`src/rtl/flagfifo_pkg.sv`:
```
package flagfifo_pkg;

   typedef enum logic [1:0] {
      SEL_DATA = 2'd0,
      SEL_STAT = 2'd1,
      SEL_CTRL = 2'd2,
      SEL_NONE = 2'd3
   } sel_e;

   // status word bit positions (lsb-0)
   localparam int ST_EMPTY = 16;
   localparam int ST_LO    = 17;
   localparam int ST_HI    = 18;
   localparam int ST_FULL  = 19;
   localparam int ST_OF    = 20;
   localparam int ST_UF    = 21;
   localparam int ST_ERR   = 22;

   // control word
   localparam int CTRL_FLUSH = 31;

   typedef struct packed {
      logic err;
      logic uf;
      logic of;
      logic full;
      logic hi;
      logic lo;
      logic empty;
   } stat_t;

endpackage

```
`src/rtl/ffq_ptrs.sv`:
```
module ffq_ptrs #(
   parameter  int DEPTH = 16,
   localparam int PTR_W = $clog2(DEPTH),
   localparam int CNT_W = PTR_W + 1
) (
   input  logic             clk,
   input  logic             rst_n,
   input  logic             push,
   input  logic             pop,
   input  logic             flush,
   output logic [PTR_W-1:0] wr_idx,
   output logic [PTR_W-1:0] rd_idx,
   output logic [CNT_W-1:0] count,
   output logic             full,
   output logic             empty
);

   localparam logic [CNT_W-1:0] DEPTH_C = CNT_W'(DEPTH);

   logic [CNT_W-1:0] wr_q;
   logic [CNT_W-1:0] rd_q;

   always_ff @(posedge clk) begin
      if (!rst_n || flush) begin
         wr_q <= '0;
         rd_q <= '0;
      end else begin
         if (push) wr_q <= wr_q + 1'b1;
         if (pop)  rd_q <= rd_q + 1'b1;
      end
   end

   assign wr_idx = wr_q[PTR_W-1:0];
   assign rd_idx = rd_q[PTR_W-1:0];
   assign count  = wr_q - rd_q;
   assign full   = (count == DEPTH_C);
   assign empty  = (count == '0);


   full_empty_chk: assert property (@(posedge clk) disable iff (!rst_n)
      !(full && empty));


   count_range_chk: assert property (@(posedge clk) disable iff (!rst_n)
      count <= DEPTH_C);


   flush_empty_chk: assert property (@(posedge clk) disable iff (!rst_n)
      flush |=> empty);

endmodule

```
`src/rtl/ffq_store.sv`:
```
module ffq_store #(
   parameter  int DEPTH     = 16,
   parameter  int DATA_W    = 32,
   parameter  bit CLEAR_MEM = 1'b0,
   localparam int PTR_W     = $clog2(DEPTH)
) (
   input  logic              clk,
   input  logic              rst_n,
   input  logic              we,
   input  logic [PTR_W-1:0]  waddr,
   input  logic [DATA_W-1:0] wdata,
   input  logic [PTR_W-1:0]  raddr,
   output logic [DATA_W-1:0] rdata
);

   logic [DATA_W-1:0] mem [DEPTH];

   generate
      if (CLEAR_MEM) begin : g_clear
         always_ff @(posedge clk) begin
            if (!rst_n) begin
               for (int i = 0; i < DEPTH; i++) mem[i] <= '0;
            end else if (we) begin
               mem[waddr] <= wdata;
            end
         end
      end else begin : g_plain
         logic unused_rst;
         assign unused_rst = rst_n;
         always_ff @(posedge clk) begin
            if (we) mem[waddr] <= wdata;
         end
      end
   endgenerate

   assign rdata = mem[raddr];

endmodule

```
`src/rtl/ffq_flags.sv`:
```
module ffq_flags
   import flagfifo_pkg::*;
#(
   parameter  int DEPTH = 16,
   localparam int CNT_W = $clog2(DEPTH) + 1
) (
   input  logic             clk,
   input  logic             rst_n,
   input  logic             ev_of,
   input  logic             ev_uf,
   input  logic             ev_be,
   input  logic             flush,
   input  logic             clr_uf,
   input  logic             clr_of,
   input  logic             clr_err,
   input  logic [CNT_W-1:0] count,
   input  logic             full,
   input  logic             empty,
   input  logic [CNT_W-1:0] gran,
   output stat_t            st
);

   localparam logic [CNT_W-1:0] DEPTH_C = CNT_W'(DEPTH);

   logic uf_q, of_q, err_q;
   logic uf_d, of_d, err_d;
   logic [CNT_W-1:0] free_cnt;

   always_comb begin
      uf_d  = ev_uf | (uf_q & ~clr_uf & ~flush);
      of_d  = ev_of | (of_q & ~clr_of & ~flush);
      err_d = ev_uf | ev_of | ev_be |
              (err_q & ~(clr_err & ~uf_d & ~of_d));
   end

   always_ff @(posedge clk) begin
      if (!rst_n) begin
         uf_q  <= 1'b0;
         of_q  <= 1'b0;
         err_q <= 1'b0;
      end else begin
         uf_q  <= uf_d;
         of_q  <= of_d;
         err_q <= err_d;
      end
   end

   assign free_cnt = DEPTH_C - count;

   assign st.err   = err_q;
   assign st.uf    = uf_q;
   assign st.of    = of_q;
   assign st.full  = full;
   assign st.hi    = (count >= gran);
   assign st.lo    = (free_cnt >= gran);
   assign st.empty = empty;


   uf_hold_chk: assert property (@(posedge clk) disable iff (!rst_n)
      (uf_q && !clr_uf && !flush) |=> uf_q);


   of_hold_chk: assert property (@(posedge clk) disable iff (!rst_n)
      (of_q && !clr_of && !flush) |=> of_q);


   err_hold_chk: assert property (@(posedge clk) disable iff (!rst_n)
      (err_q && !clr_err) |=> err_q);


   uf_set_chk: assert property (@(posedge clk) disable iff (!rst_n)
      ev_uf |=> (uf_q && err_q));

endmodule

```
`src/rtl/flagged_word_fifo.sv`:
```
module flagged_word_fifo
   import flagfifo_pkg::*;
#(
   parameter  int DATA_W    = 32,
   parameter  int DEPTH     = 16,
   parameter  int GRAN_RST  = 8,
   parameter  bit CLEAR_MEM = 1'b0,
   localparam int BE_W      = DATA_W / 8,
   localparam int PTR_W     = $clog2(DEPTH),
   localparam int CNT_W     = PTR_W + 1
) (
   input  logic              clk,
   input  logic              rst_n,
   input  logic              acc_en,
   input  logic              acc_wr,
   input  logic [1:0]        acc_sel,
   input  logic [BE_W-1:0]   acc_be,
   input  logic [DATA_W-1:0] acc_wdata,
   output logic [DATA_W-1:0] acc_rdata
);

   // elaboration-time parameter checks
   if (DEPTH < 2 || (DEPTH & (DEPTH - 1)) != 0) begin : g_bad_depth
      $error("DEPTH must be a power of two of at least 2");
   end
   if (DATA_W < 32 || (DATA_W % 8) != 0) begin : g_bad_width
      $error("DATA_W must be a multiple of 8 and at least 32");
   end
   if (GRAN_RST < 0 || GRAN_RST > DEPTH) begin : g_bad_gran
      $error("GRAN_RST must lie within 0..DEPTH");
   end

   sel_e             sel;
   logic             full_be;
   logic             data_acc, stat_wr, ctrl_wr;
   logic             push, pop, flush;
   logic             ev_of, ev_uf, ev_be;
   logic             clr_uf, clr_of, clr_err;
   logic [PTR_W-1:0] wr_idx, rd_idx;
   logic [CNT_W-1:0] count;
   logic             full, empty;
   logic [CNT_W-1:0] gran_q;
   logic [DATA_W-1:0] head_word;
   logic [DATA_W-1:0] rd_word;
   stat_t            st;

   assign sel      = sel_e'(acc_sel);
   assign full_be  = &acc_be;
   assign data_acc = acc_en && (sel == SEL_DATA);
   assign stat_wr  = acc_en && acc_wr && (sel == SEL_STAT);
   assign ctrl_wr  = acc_en && acc_wr && (sel == SEL_CTRL);

   assign push  = data_acc &&  acc_wr && full_be && !full;
   assign pop   = data_acc && !acc_wr && full_be && !empty;
   assign ev_of = data_acc &&  acc_wr && full_be &&  full;
   assign ev_uf = data_acc && !acc_wr && full_be &&  empty;
   assign ev_be = data_acc && !full_be;

   assign clr_uf  = stat_wr && acc_wdata[ST_UF];
   assign clr_of  = stat_wr && acc_wdata[ST_OF];
   assign clr_err = stat_wr && acc_wdata[ST_ERR];
   assign flush   = ctrl_wr && acc_wdata[CTRL_FLUSH];

   ffq_ptrs #(.DEPTH(DEPTH)) i_ptrs (
      .clk    (clk),
      .rst_n  (rst_n),
      .push   (push),
      .pop    (pop),
      .flush  (flush),
      .wr_idx (wr_idx),
      .rd_idx (rd_idx),
      .count  (count),
      .full   (full),
      .empty  (empty)
   );

   ffq_store #(.DEPTH(DEPTH), .DATA_W(DATA_W), .CLEAR_MEM(CLEAR_MEM)) i_store (
      .clk    (clk),
      .rst_n  (rst_n),
      .we     (push),
      .waddr  (wr_idx),
      .wdata  (acc_wdata),
      .raddr  (rd_idx),
      .rdata  (head_word)
   );

   ffq_flags #(.DEPTH(DEPTH)) i_flags (
      .clk     (clk),
      .rst_n   (rst_n),
      .ev_of   (ev_of),
      .ev_uf   (ev_uf),
      .ev_be   (ev_be),
      .flush   (flush),
      .clr_uf  (clr_uf),
      .clr_of  (clr_of),
      .clr_err (clr_err),
      .count   (count),
      .full    (full),
      .empty   (empty),
      .gran    (gran_q),
      .st      (st)
   );

   // granularity register
   always_ff @(posedge clk) begin
      if (!rst_n)       gran_q <= CNT_W'(GRAN_RST);
      else if (ctrl_wr) gran_q <= acc_wdata[CNT_W-1:0];
   end

   // read word selection
   always_comb begin
      rd_word = '0;
      unique case (sel)
         SEL_DATA: if (pop) rd_word = head_word;
         SEL_STAT: begin
            rd_word[ST_ERR]   = st.err;
            rd_word[ST_UF]    = st.uf;
            rd_word[ST_OF]    = st.of;
            rd_word[ST_FULL]  = st.full;
            rd_word[ST_HI]    = st.hi;
            rd_word[ST_LO]    = st.lo;
            rd_word[ST_EMPTY] = st.empty;
         end
         SEL_CTRL: rd_word[CNT_W-1:0] = gran_q;
         default:  rd_word = '0;
      endcase
   end

   always_ff @(posedge clk) begin
      if (!rst_n)                acc_rdata <= '0;
      else if (acc_en && !acc_wr) acc_rdata <= rd_word;
   end


   pop_count_chk: assert property (@(posedge clk) disable iff (!rst_n)
      pop |=> (count == $past(count) - 1'b1));


   of_keep_chk: assert property (@(posedge clk) disable iff (!rst_n)
      ev_of |=> (count == $past(count) && st.of && st.err));


   uf_zero_chk: assert property (@(posedge clk) disable iff (!rst_n)
      ev_uf |=> (acc_rdata == '0 && empty));


   be_err_chk: assert property (@(posedge clk) disable iff (!rst_n)
      ev_be |=> (st.err && count == $past(count)));

endmodule

```
`config.mk`:
```
export PLATFORM = sky130hd
export DESIGN_NAME = flagged_word_fifo
export DESIGN_NICKNAME = d
export VERILOG_FILES = /design/src/rtl/flagfifo_pkg.sv /design/src/rtl/ffq_ptrs.sv /design/src/rtl/ffq_store.sv /design/src/rtl/ffq_flags.sv /design/src/rtl/flagged_word_fifo.sv
export SDC_FILE = /design/constraint.sdc
export NUM_CORES = 1
export LEC_CHECK = 0
export ABC_CLOCK_PERIOD_IN_PS = 12720
export BUFFER_PORTS_ARGS = -buffer_cell sky130_fd_sc_hd__buf_4
export CORE_ASPECT_RATIO = 0.8
export CORE_MARGIN = 4
export CORE_UTILIZATION = 48
export CTS_CLUSTER_DIAMETER = 60
export DETAILED_ROUTE_END_ITERATION = 8
export HOLD_SLACK_MARGIN = 0.08
export MAX_ROUTING_LAYER = met4
export PLACE_DENSITY = 0.7
export RECOVER_POWER = 50
export SLEW_MARGIN = 20
export SYNTH_ARGS = -nofsm -noshare
export SYNTH_HDL_FRONTEND = slang
export SYNTH_SLANG_ARGS = --single-unit
export TNS_END_PERCENT = 5
```
`constraint.sdc`:
```
create_clock -name clk -period 12.72 [get_ports clk]
set_input_delay 1.908 -clock clk [delete_from_list [all_inputs] [get_ports clk]]
set_output_delay 1.908 -clock clk [all_outputs]
set_load 0.02 [all_outputs]
```
==> results of run 1 <==
## state kept, by name, summed over array words and instances, names as in the netlist, named ones only
register	flops
i_flags.uf_q	1
i_store.mem	512
gran_q	5
i_ptrs.rd_q	5
acc_rdata	32
i_ptrs.wr_q	5
i_flags.err_q	1
i_flags.of_q	1
## layout make-up
type	instances	area [um2]	area share, %
Clock buffer	64	1410	5.68
Multi-Input combinational cell	454	5270	21.2
Timing Repair Buffer	100	706	2.84
Inverter	12	45.0	0.182
Sequential cell	566	16500	66.4
Clock inverter	26	153	0.615
Tap cell	603	754	3.04
## critical path: stages, from the launching register on
cell and delay, ps:
dfxtp_1 360, inv_1 120, ha_1 150, inv_1 50, fa_1 530, inv_1 60, ha_1 210, nor3b_1 170
ha_1 280, nor3b_1 780, nand2_1 410, nor2_4 590, buf_12 260
## cells by family (layout without fill, tap and decap cells)
logic type / count (synthesis) / after routing
XOR/XNOR: 14 / 14
adder cells (fa/ha/maj): 22 / 22
AND/OR/NAND/NOR: 137 / 137
buffers and inverters: 67 / 202
AO/OA/AOI/OAI: 90 / 90
flip-flops: 566 / 566
multiplexers: 191 / 191
## power groups by stage
stage | Clock (uW) | Sequential [uW] | Combinational, uW
3_3_place_gp | 0 | 2070 | 49.2
2_1_floorplan | 0 | 2070 | 8.85
4_1_cts | 1480 | 2030 | 51.5
6_report | 1450 | 2030 | 46.0
3_5_place_dp | 0 | 2070 | 51.5
5_1_grt | 1570 | 2030 | 50.6
## metrics by stage
step	cell area, um2	hold slack [ps]	utilization (%)
finish	24800	453	55.4
detailed placement	23300	444	51.9
global route	24800	476	55.4
CTS	24800	458	55.4
floorplan	21900	439	-
global placement	23200	436	51.8
## path summary, 6_finish.rpt
kind,startpoint,to,slack [ps],cells after the start
worst max-delay path,i_ptrs.wr_q[0]$_SDFFE_PP0P_,i_store.mem[6][13]$_DFFE_PP_,8420,12
worst min-delay path,acc_rdata[29]$_SDFFE_PN0P_,acc_rdata[29]$_SDFFE_PN0P_,450,2
worst max register to register,i_ptrs.wr_q[0]$_SDFFE_PP0P_,i_store.mem[6][13]$_DFFE_PP_,8420,12
worst min register to register,acc_rdata[29]$_SDFFE_PN0P_,acc_rdata[29]$_SDFFE_PN0P_,450,2
## routing by layer
metal / vias to the layer above / global-route usage (%) / wire (um)
met1: 5566 / 28.7 / 20900
met5: - / - / 0
met3: 54 / 3.34 / 2840
met4: 0 / 3.49 / 624
li1: 4608 / - / -
met2: 375 / 28.7 / 21100
## Yosys cell counts (all sizes together)
cell     instances  area share [%]
nor2            51            0.87
nor3             5            0.11
or2              1           0.029
a211oi           1           0.034
o2111ai          1           0.040
a22oi            7            0.24
xnor2           10            0.40
fa               1           0.091
and4             1           0.040
nand2           46            0.79
nand2b           4            0.11
buf             35            0.91
and2             2           0.057
a22o             5            0.20
mux4           133              14
nor4             1           0.057
nand4            4            0.11
nor2b            8            0.23
and3             1           0.029
clkbuf          20            0.35
nand3            5            0.11
inv             12            0.21
ha              21             1.2
o21ai           29            0.66
a31oi            3           0.086
o211ai           3            0.10
nor3b            3            0.13
mux2i           31             1.4
and4b            3            0.14
a21oi           36            0.82
mux2            27             1.4
a21o             4            0.14
a31o             1           0.040
and4bb           1           0.057
xor2             4            0.16
edfxtp         512              70
dfxtp           54             4.9
nand4b           1           0.040
==> impl_metrics.tcl, run 1 <==
set metrics [dict create \
    final_cell_mix "edfxtp_1, mux4_2, clkbuf_1, clkbuf_16, dfxtp_1" \
    initial_core_util_pct 49.0 \
    synth_compound_area_share_pct 2.36 \
    synth_xor_area_share_pct 0.559 \
    p_leak_uw 0.00756 \
    max_slew_margin_pct 28.0 \
    cts_hold_buf 0 \
    grt_antenna_before_repair 0 \
    rows 69 \
    synthToLayoutAreaGrowth_pct 13.0 \
    portBuffers 73 \
    setup_viol 0 \
    final_common_cell "edfxtp_1" \
    ys.warnings.count 0 \
    stdcell_count 1825 \
    fin_crit_ps 4300 \
    p_comb_share_pct 1.3 \
    seq_power_share_pct 57.5 \
    grt_use_total_pct 19.2 \
    vdd_drop_max_uv 138 \
    nNetsFinal 1251 \
    wire_per_inst_um 24.9 \
    critPathLaunchType "register" \
    crit_path_end_kind "register" \
    cp.required_ps 12990 \
    core_area_mm2 0.0448 \
    fmax_mhz 232 \
    post-route-period-util_pct 33.8 \
    die_y_um 199 \
    syn-num-nets 1151 \
    grt.overflow.total 0 \
    setup_ws_ps 8420 \
    grt_max_degree 67 \
    drive_gt1_share_pct 23.5 \
    grt_pass1_vias 10800 \
    ys_seq_elements 566 \
    place_inst 1725 \
    path_max_fanout 19 \
    cts.sinks 566 \
    rsz0062_at_grt "no" \
    drtIter0Drc 941 \
    synthAdderAreaFrac_pct 1.29 \
    cts_setup_buffers 0 \
    seq_area_frac_synth_pct 75.0 \
    synth_top_family_by_area "multiplexers" \
    cts_buffers 53 \
    finalMaxSlewViolations 0 \
    dp_slack_ps 8180 \
    p_total_uw 3520 \
    synthesis.area_mm2 0.0219 \
    intPower_uw 2840 \
    clockBufferDepth 3 \
    dr_total_vias 10600 \
    clockPowerShare_pct 41.2 \
    ioPinCount 74 \
    path_clk_slew_ps 60 \
    maxCapViolations 0 \
    synth.distinct_cells 45 \
    tightest_slew_ps 1080 \
    cts-root-buf "clkbuf_16" \
    finalWirelength_um 45500 \
    firstDrtPassIters 6 \
    yosys.area_share.simple_pct 2.91 \
    htree_levels 2 \
    hold_path_class "register to register" \
    worst_ep_arrival_time_ps 4570 \
    p_sw_share_pct 19.5 \
    power_density_mw_per_mm2 142 \
    n_antenna_cell 0 \
    fin_worst_skew_ps 12.5 \
    netSwitchingPower_uw 688 \
    cts_tree "built" \
    grt_pass1_wl_um 68600 \
    synth_cells 1087 \
    muxShareOfSynthArea_pct 16.4 \
    fp.dieW_um 247 \
    clk_latency_ps 570 \
    dieArea_mm2 0.0492 \
    drc_errors 0 \
    hpwl_um 26800 \
    fill_cells 3399 \
    avgSynthCellArea_um2 20.2 \
    routabilityCongestion 0.800 \
    vias_per_cell 5.81 \
    outcome "finished clean" \
    setup-tns-final_ps 0 \
    hold_viol_final 0 \
    worstSetupPathType "register to register" \
    cts_resized 0 \
    ant_nets 0 \
]
No activity file was read; power rests on OpenSTA's default activity.
==> run 2: changes to the inputs <==
--- a/config.mk
+++ b/config.mk
@@ -5,7 +5,7 @@
 export SDC_FILE = /design/constraint.sdc
 export NUM_CORES = 1
 export LEC_CHECK = 0
-export ABC_CLOCK_PERIOD_IN_PS = 12720
+export ABC_CLOCK_PERIOD_IN_PS = 3600
 export BUFFER_PORTS_ARGS = -buffer_cell sky130_fd_sc_hd__buf_4
 export CORE_ASPECT_RATIO = 0.8
 export CORE_MARGIN = 4
@@ -14,7 +14,7 @@
 export DETAILED_ROUTE_END_ITERATION = 8
 export HOLD_SLACK_MARGIN = 0.08
 export MAX_ROUTING_LAYER = met4
-export PLACE_DENSITY = 0.7
+export PLACE_DENSITY = 0.73
 export RECOVER_POWER = 50
 export SLEW_MARGIN = 20
 export SYNTH_ARGS = -nofsm -noshare
==> constraint.sdc (replaced) <==
create_clock -name clk -period 3.6 [get_ports clk]
set_input_delay 0.54 -clock clk [delete_from_list [all_inputs] [get_ports clk]]
set_output_delay 0.54 -clock clk [all_outputs]
set_load 0.02 [all_outputs]
==> run 2 against run 1 <==
  * Die area did not move
  * Global-route usage rose by 1.2 points
  * Worst hold slack got worse by 130 ps
  * Worst setup slack got worse by 8300 ps
  * Largest power group unchanged
  * Register-to-register slack got worse by 8300 ps
  * First-iteration DRC count rose by 35%
==> impl_metrics.tcl, run 2 (synthesis gave the netlist of run 1 again) <==
set metrics [dict create \
    grt_antenna_before_repair 0 \
    fin_crit_ps 3500 \
    cts-root-buf "clkbuf_16" \
    dr_total_vias 10800 \
    cts.sinks 566 \
    hold_path_class "primary input to register" \
    grt_pass1_vias 11300 \
    fill_cells 3275 \
    grt_max_degree 43 \
    fmax_mhz 285 \
    netSwitchingPower_uw 2500 \
    core_area_mm2 0.0448 \
    firstDrtPassIters 7 \
    cts_resized 0 \
    p_leak_uw 0.00783 \
    max_slew_margin_pct 21.7 \
    dieArea_mm2 0.0492 \
    grt_use_total_pct 20.4 \
    power_density_mw_per_mm2 502 \
    setup_viol 0 \
    clockBufferDepth 3 \
    ant_nets 0 \
    path_clk_slew_ps 60 \
    p_sw_share_pct 19.8 \
    cts_buffers 50 \
    top_regs "i_store.mem x512, acc_rdata x32" \
    outcome "finished clean" \
    cts_tree "built" \
    final_cell_mix "edfxtp_1, mux4_2, buf_4, clkbuf_16, dfxtp_1" \
    fin_worst_skew_ps 27.1 \
    place_inst 1759 \
    rows 69 \
    critPathLaunchType "register" \
    wire_per_inst_um 25.6 \
    finalWirelength_um 47500 \
    maxCapViolations 0 \
    worstSetupPathType "register to register" \
    tightest_slew_ps 1170 \
    setup-tns-final_ps 0 \
    vdd_drop_max_uv 512 \
    hold_viol_final 0 \
    fp.dieW_um 247 \
    grt.overflow.total 0 \
    initial_core_util_pct 49.0 \
    worst_ep_arrival_time_ps 3760 \
    final_common_cell "edfxtp_1" \
    stdcell_count 1853 \
    grt_pass1_wl_um 72200 \
    vias_per_cell 5.83 \
    p_comb_share_pct 1.4 \
    ioPinCount 74 \
    intPower_uw 10200 \
    clockPowerShare_pct 42.1 \
    hpwl_um 30000 \
    worstHoldStart "rst_n" \
    die_y_um 199 \
    clk_latency_ps 590 \
    rsz0062_at_grt "yes" \
    drive_gt1_share_pct 28.5 \
    nNetsFinal 1272 \
    startpoint "i_ptrs.wr_q[0]$_SDFFE_PP0P_" \
    largest_reg_flops 512 \
    crit_path_end_kind "register" \
    r2r-start "i_ptrs.wr_q[0]$_SDFFE_PP0P_" \
    cp.required_ps 3860 \
    portBuffers 73 \
    largest-register "i_store.mem" \
    htree_levels 2 \
    drc_errors 0 \
    cts_setup_buffers 0 \
    finalMaxSlewViolations 0 \
    n_antenna_cell 0 \
    post-route-period-util_pct 97.3 \
    drtIter0Drc 1269 \
    path_max_fanout 18 \
    routabilityCongestion 0.822 \
    seq_power_share_pct 56.5 \
    synthToLayoutAreaGrowth_pct 14.8 \
    cts_hold_buf 0 \
]
==> run 2: area by class of cell <==
| class | instances | area (um2) | share of cell area (%) |
|---|---|---|---|
| well taps | 603 | 754 | 2.99 |
| flip-flops and latches | 566 | 16500 | 65.3 |
| repair buffers | 124 | 998 | 3.96 |
| clock inverters | 30 | 279 | 1.11 |
| multi-input cells | 454 | 5310 | 21.1 |
| clock buffers | 64 | 1360 | 5.38 |
| inverters | 12 | 45.0 | 0.179 |
==> run 2: power groups by stage <==
stage          sequential, uW  clock [uW]  combinational (uW)
4_1_cts                  7150        5420                 191
5_1_grt                  7150        5740                 190
3_5_place_dp             7300           0                 191
3_3_place_gp             7300           0                 183
6_report                 7160        5330                 174
2_1_floorplan            7310           0                31.3
==> run 2: worst max-delay path, cell delays in order (launching register included) <==
cell and delay, ps:
dfxtp_1 350, inv_1 130, ha_1 150, inv_1 50
fa_1 530, inv_1 60, ha_1 210, nor3b_1 160
ha_1 280, nor3b_2 360, nand2_1 310, nor3_4 230
buf_4 330
==> run 2: worst paths after layout <==
path,endpoint,slack [ps],depth (start not counted)
max reg2reg,i_store.mem[2][13]$_DFFE_PP_,100,12
min,gran_q[3]$_SDFFE_PN1P_,320,2
max,i_store.mem[2][13]$_DFFE_PP_,100,12
min reg2reg,acc_rdata[6]$_SDFFE_PN0P_,460,2
==> run 2: per-layer routing <==
layer	GRT usage (%)	part of all wire [%]
met1	29.3	43
met2	31.3	48
met3	3.62	7.4
met4	4.31	1.9
met5	-	0
==> run 2: stage by stage <==
stage                     hold slack (ps)  total power (uW)  utilization [%]  setup slack (ps)  area [um2]
after floorplan                       439              7340                -              -515       22000
after global placement                440              7480             52.9               191       23700
final                                 318             12700             56.3              97.2       25200
after global routing                  325             13100             56.3             -88.7       25200
after detailed placement              450              7490             52.9               148       23700
after CTS                             248             12800             56.5               143       25300
==> run 3: changes to the inputs <==
--- a/config.mk
+++ b/config.mk
@@ -14,7 +14,7 @@
 export DETAILED_ROUTE_END_ITERATION = 8
 export HOLD_SLACK_MARGIN = 0.08
 export MAX_ROUTING_LAYER = met4
-export PLACE_DENSITY = 0.73
+export PLACE_DENSITY = 0.75
 export RECOVER_POWER = 50
 export SLEW_MARGIN = 20
 export SYNTH_ARGS = -nofsm -noshare
==> run 3 against run 2 <==
  * Worst setup slack improved by 110 ps
  * Combinational power fell by 6%
  * Critical path depth rose by 1
  * Die area did not move
  * First-iteration DRC count fell by 23%
  * Final cell count rose by 0.27%
  * Routed wire length fell by 3.4%
  * Non-clock buffer count rose by 5
  * Clock-buffer cell count rose by 5
  * Critical path type unchanged
  * Critical endpoint is now i_store.mem[4][4]$_DFFE_PP_
  * Highest routed layer unchanged
==> impl_metrics.tcl, run 3 (synthesis gave the netlist of run 1 again) <==
set metrics [dict create \
    path_max_fanout 17 \
    r2r.worst_path.cells 13 \
    worst_ep_arrival_time_ps 3650 \
    dieArea_mm2 0.0492 \
    finalMaxSlewViolations 0 \
    rr_endpoint "i_store.mem[4][4]$_DFFE_PP_" \
    cts.sinks 566 \
    tightest_slew_ps 1130 \
    cts_tree "built" \
    final_common_cell "edfxtp_1" \
    rows 69 \
    setup_viol 0 \
    p_sw_share_pct 18.4 \
    drtIter0Drc 976 \
    worstHoldStart "rst_n" \
    synthToLayoutAreaGrowth_pct 15.7 \
    die_y_um 199 \
    maxCapViolations 0 \
    cts-root-buf "clkbuf_16" \
    grt_use_total_pct 19.7 \
    r2r-start "i_ptrs.wr_q[0]$_SDFFE_PP0P_" \
    wire_per_inst_um 24.7 \
    fin_worst_skew_ps 19.3 \
    hpwl_um 28400 \
    clk_latency_ps 560 \
    clockBufferDepth 3 \
    post-route-period-util_pct 94.2 \
    p_comb_share_pct 1.2 \
    grt_pass1_wl_um 70000 \
    outcome "finished clean" \
    critPathLaunchType "register" \
    grt_max_degree 63 \
    grt.overflow.total 0 \
    hold_viol_final 0 \
    firstDrtPassIters 5 \
    cts_buffers 50 \
    portBuffers 73 \
    ant_nets 0 \
    finalWirelength_um 45900 \
    largest-register "i_store.mem" \
    drive_gt1_share_pct 25.8 \
    final_cell_mix "edfxtp_1, mux4_2, clkbuf_1, clkbuf_16, dfxtp_1" \
    cts_setup_buffers 0 \
    cp.required_ps 3860 \
    max_slew_margin_pct 24.4 \
    cts_hold_buf 0 \
    worstSetupPathType "register to register" \
    worstHoldPathCells 2 \
    fmax_mhz 295 \
    crit_path_end_kind "register" \
    holdWs_ps 317 \
    rsz0062_at_grt "no" \
    clockPowerShare_pct 43.9 \
    grt_pass1_vias 11000 \
    dr_total_vias 10600 \
    fin_crit_ps 3390 \
    p_total_uw 13100 \
    intPower_uw 10700 \
    vias_per_cell 5.70 \
    ioPinCount 74 \
    initial_core_util_pct 49.0 \
    power_density_mw_per_mm2 514 \
    nNetsFinal 1277 \
    routabilityCongestion 0.816 \
    htree_levels 2 \
    fp.dieW_um 247 \
    seq_power_share_pct 54.8 \
    hold_path_class "primary input to register" \
    min_to "gran_q[3]$_SDFFE_PN1P_" \
    top_regs "i_store.mem x512, acc_rdata x32" \
    fill_cells 3266 \
    vdd_drop_max_uv 407 \
    core_area_mm2 0.0448 \
    p_leak_uw 0.00780 \
    drc_errors 0 \
    path_clk_slew_ps 70 \
    r2r_slack_ps 210 \
    largest_reg_flops 512 \
    cts_resized 0 \
    grt_antenna_before_repair 1 \
    netSwitchingPower_uw 2410 \
]
[run 3: cell count changes in the layout (fill, tap and decap cells not counted), sizes merged]
cell,previous run,this run
clkinv,21,13
diode,0,1
buf,92,63
bufinv,4,9
clkbuf,96,135
inv,15,12
[run 3: worst max-delay path, stage by stage (launching register included)]
cell and delay [ps]:
dfxtp_1 350, inv_1 140, ha_1 180, inv_1 70
fa_1 530, inv_1 60, ha_1 210, nor3b_1 160
ha_1 270, nor3b_2 380, nand2_1 180, buf_4 200
nor2_4 170, buf_12 200
[run 3: final cells by class]
cell class                      count  area [um2]  share of cell area (%)
Tap cell                          603         754                    2.97
Inverter                           12        45.0                   0.177
Sequential cell                   566       16500                    64.8
Timing Repair Buffer              129        1020                    4.02
Multi-Input combinational cell    454        5310                    20.9
Clock buffer                       69        1460                    5.73
Clock inverter                     24         340                    1.34
Antenna cell                        1        2.50                 0.00985
[run 3: per-stage QoR]
| stage | setup WS [ps] | TNS [ps] | std cells | instance area, um2 | util (%) |
|---|---|---|---|---|---|
| after floorplan | -515 | -219580 | 1087 | 22000 | - |
| after global placement | 290 | 0 | 1764 | 23800 | 53.2 |
| after detailed placement | 226 | 0 | 1764 | 23800 | 53.2 |
| after CTS | 188 | 0 | 1857 | 25600 | 57.2 |
| after global routing | 46.5 | 0 | 1858 | 25400 | 56.7 |
| final | 209 | 0 | 1858 | 25400 | 56.7 |
[run 3: worst max path at each step]
stage,start,depth (start not counted),end
2_1_floorplan,i_ptrs.wr_q[0]$_SDFFE_PP0P_,11,i_store.mem[4][0]$_DFFE_PP_
3_3_place_gp,i_ptrs.wr_q[0]$_SDFFE_PP0P_,13,i_store.mem[8][5]$_DFFE_PP_
3_5_place_dp,i_ptrs.wr_q[0]$_SDFFE_PP0P_,13,i_store.mem[4][5]$_DFFE_PP_
4_1_cts,i_ptrs.wr_q[0]$_SDFFE_PP0P_,13,i_store.mem[4][4]$_DFFE_PP_
5_1_grt,i_ptrs.wr_q[0]$_SDFFE_PP0P_,14,i_ptrs.wr_q[4]$_SDFFE_PP0P_
6_report,i_ptrs.wr_q[0]$_SDFFE_PP0P_,13,i_store.mem[4][4]$_DFFE_PP_
[run 3: routing by layer]
layer	wire, um	track usage (%)
met1	18800	26.3
met3	2860	3.60
met2	23200	31.9
met4	998	4.83
met5	0	-
[run 3: power by group through the flow]
stage / Combinational (uW) / Sequential [uW] / Clock, uW
finish: 163 / 7160 / 5740
global route: 180 / 7150 / 6170
CTS: 184 / 7150 / 5840
detailed placement: 184 / 7300 / 0
global placement: 176 / 7300 / 0
floorplan: 31.3 / 7310 / 0
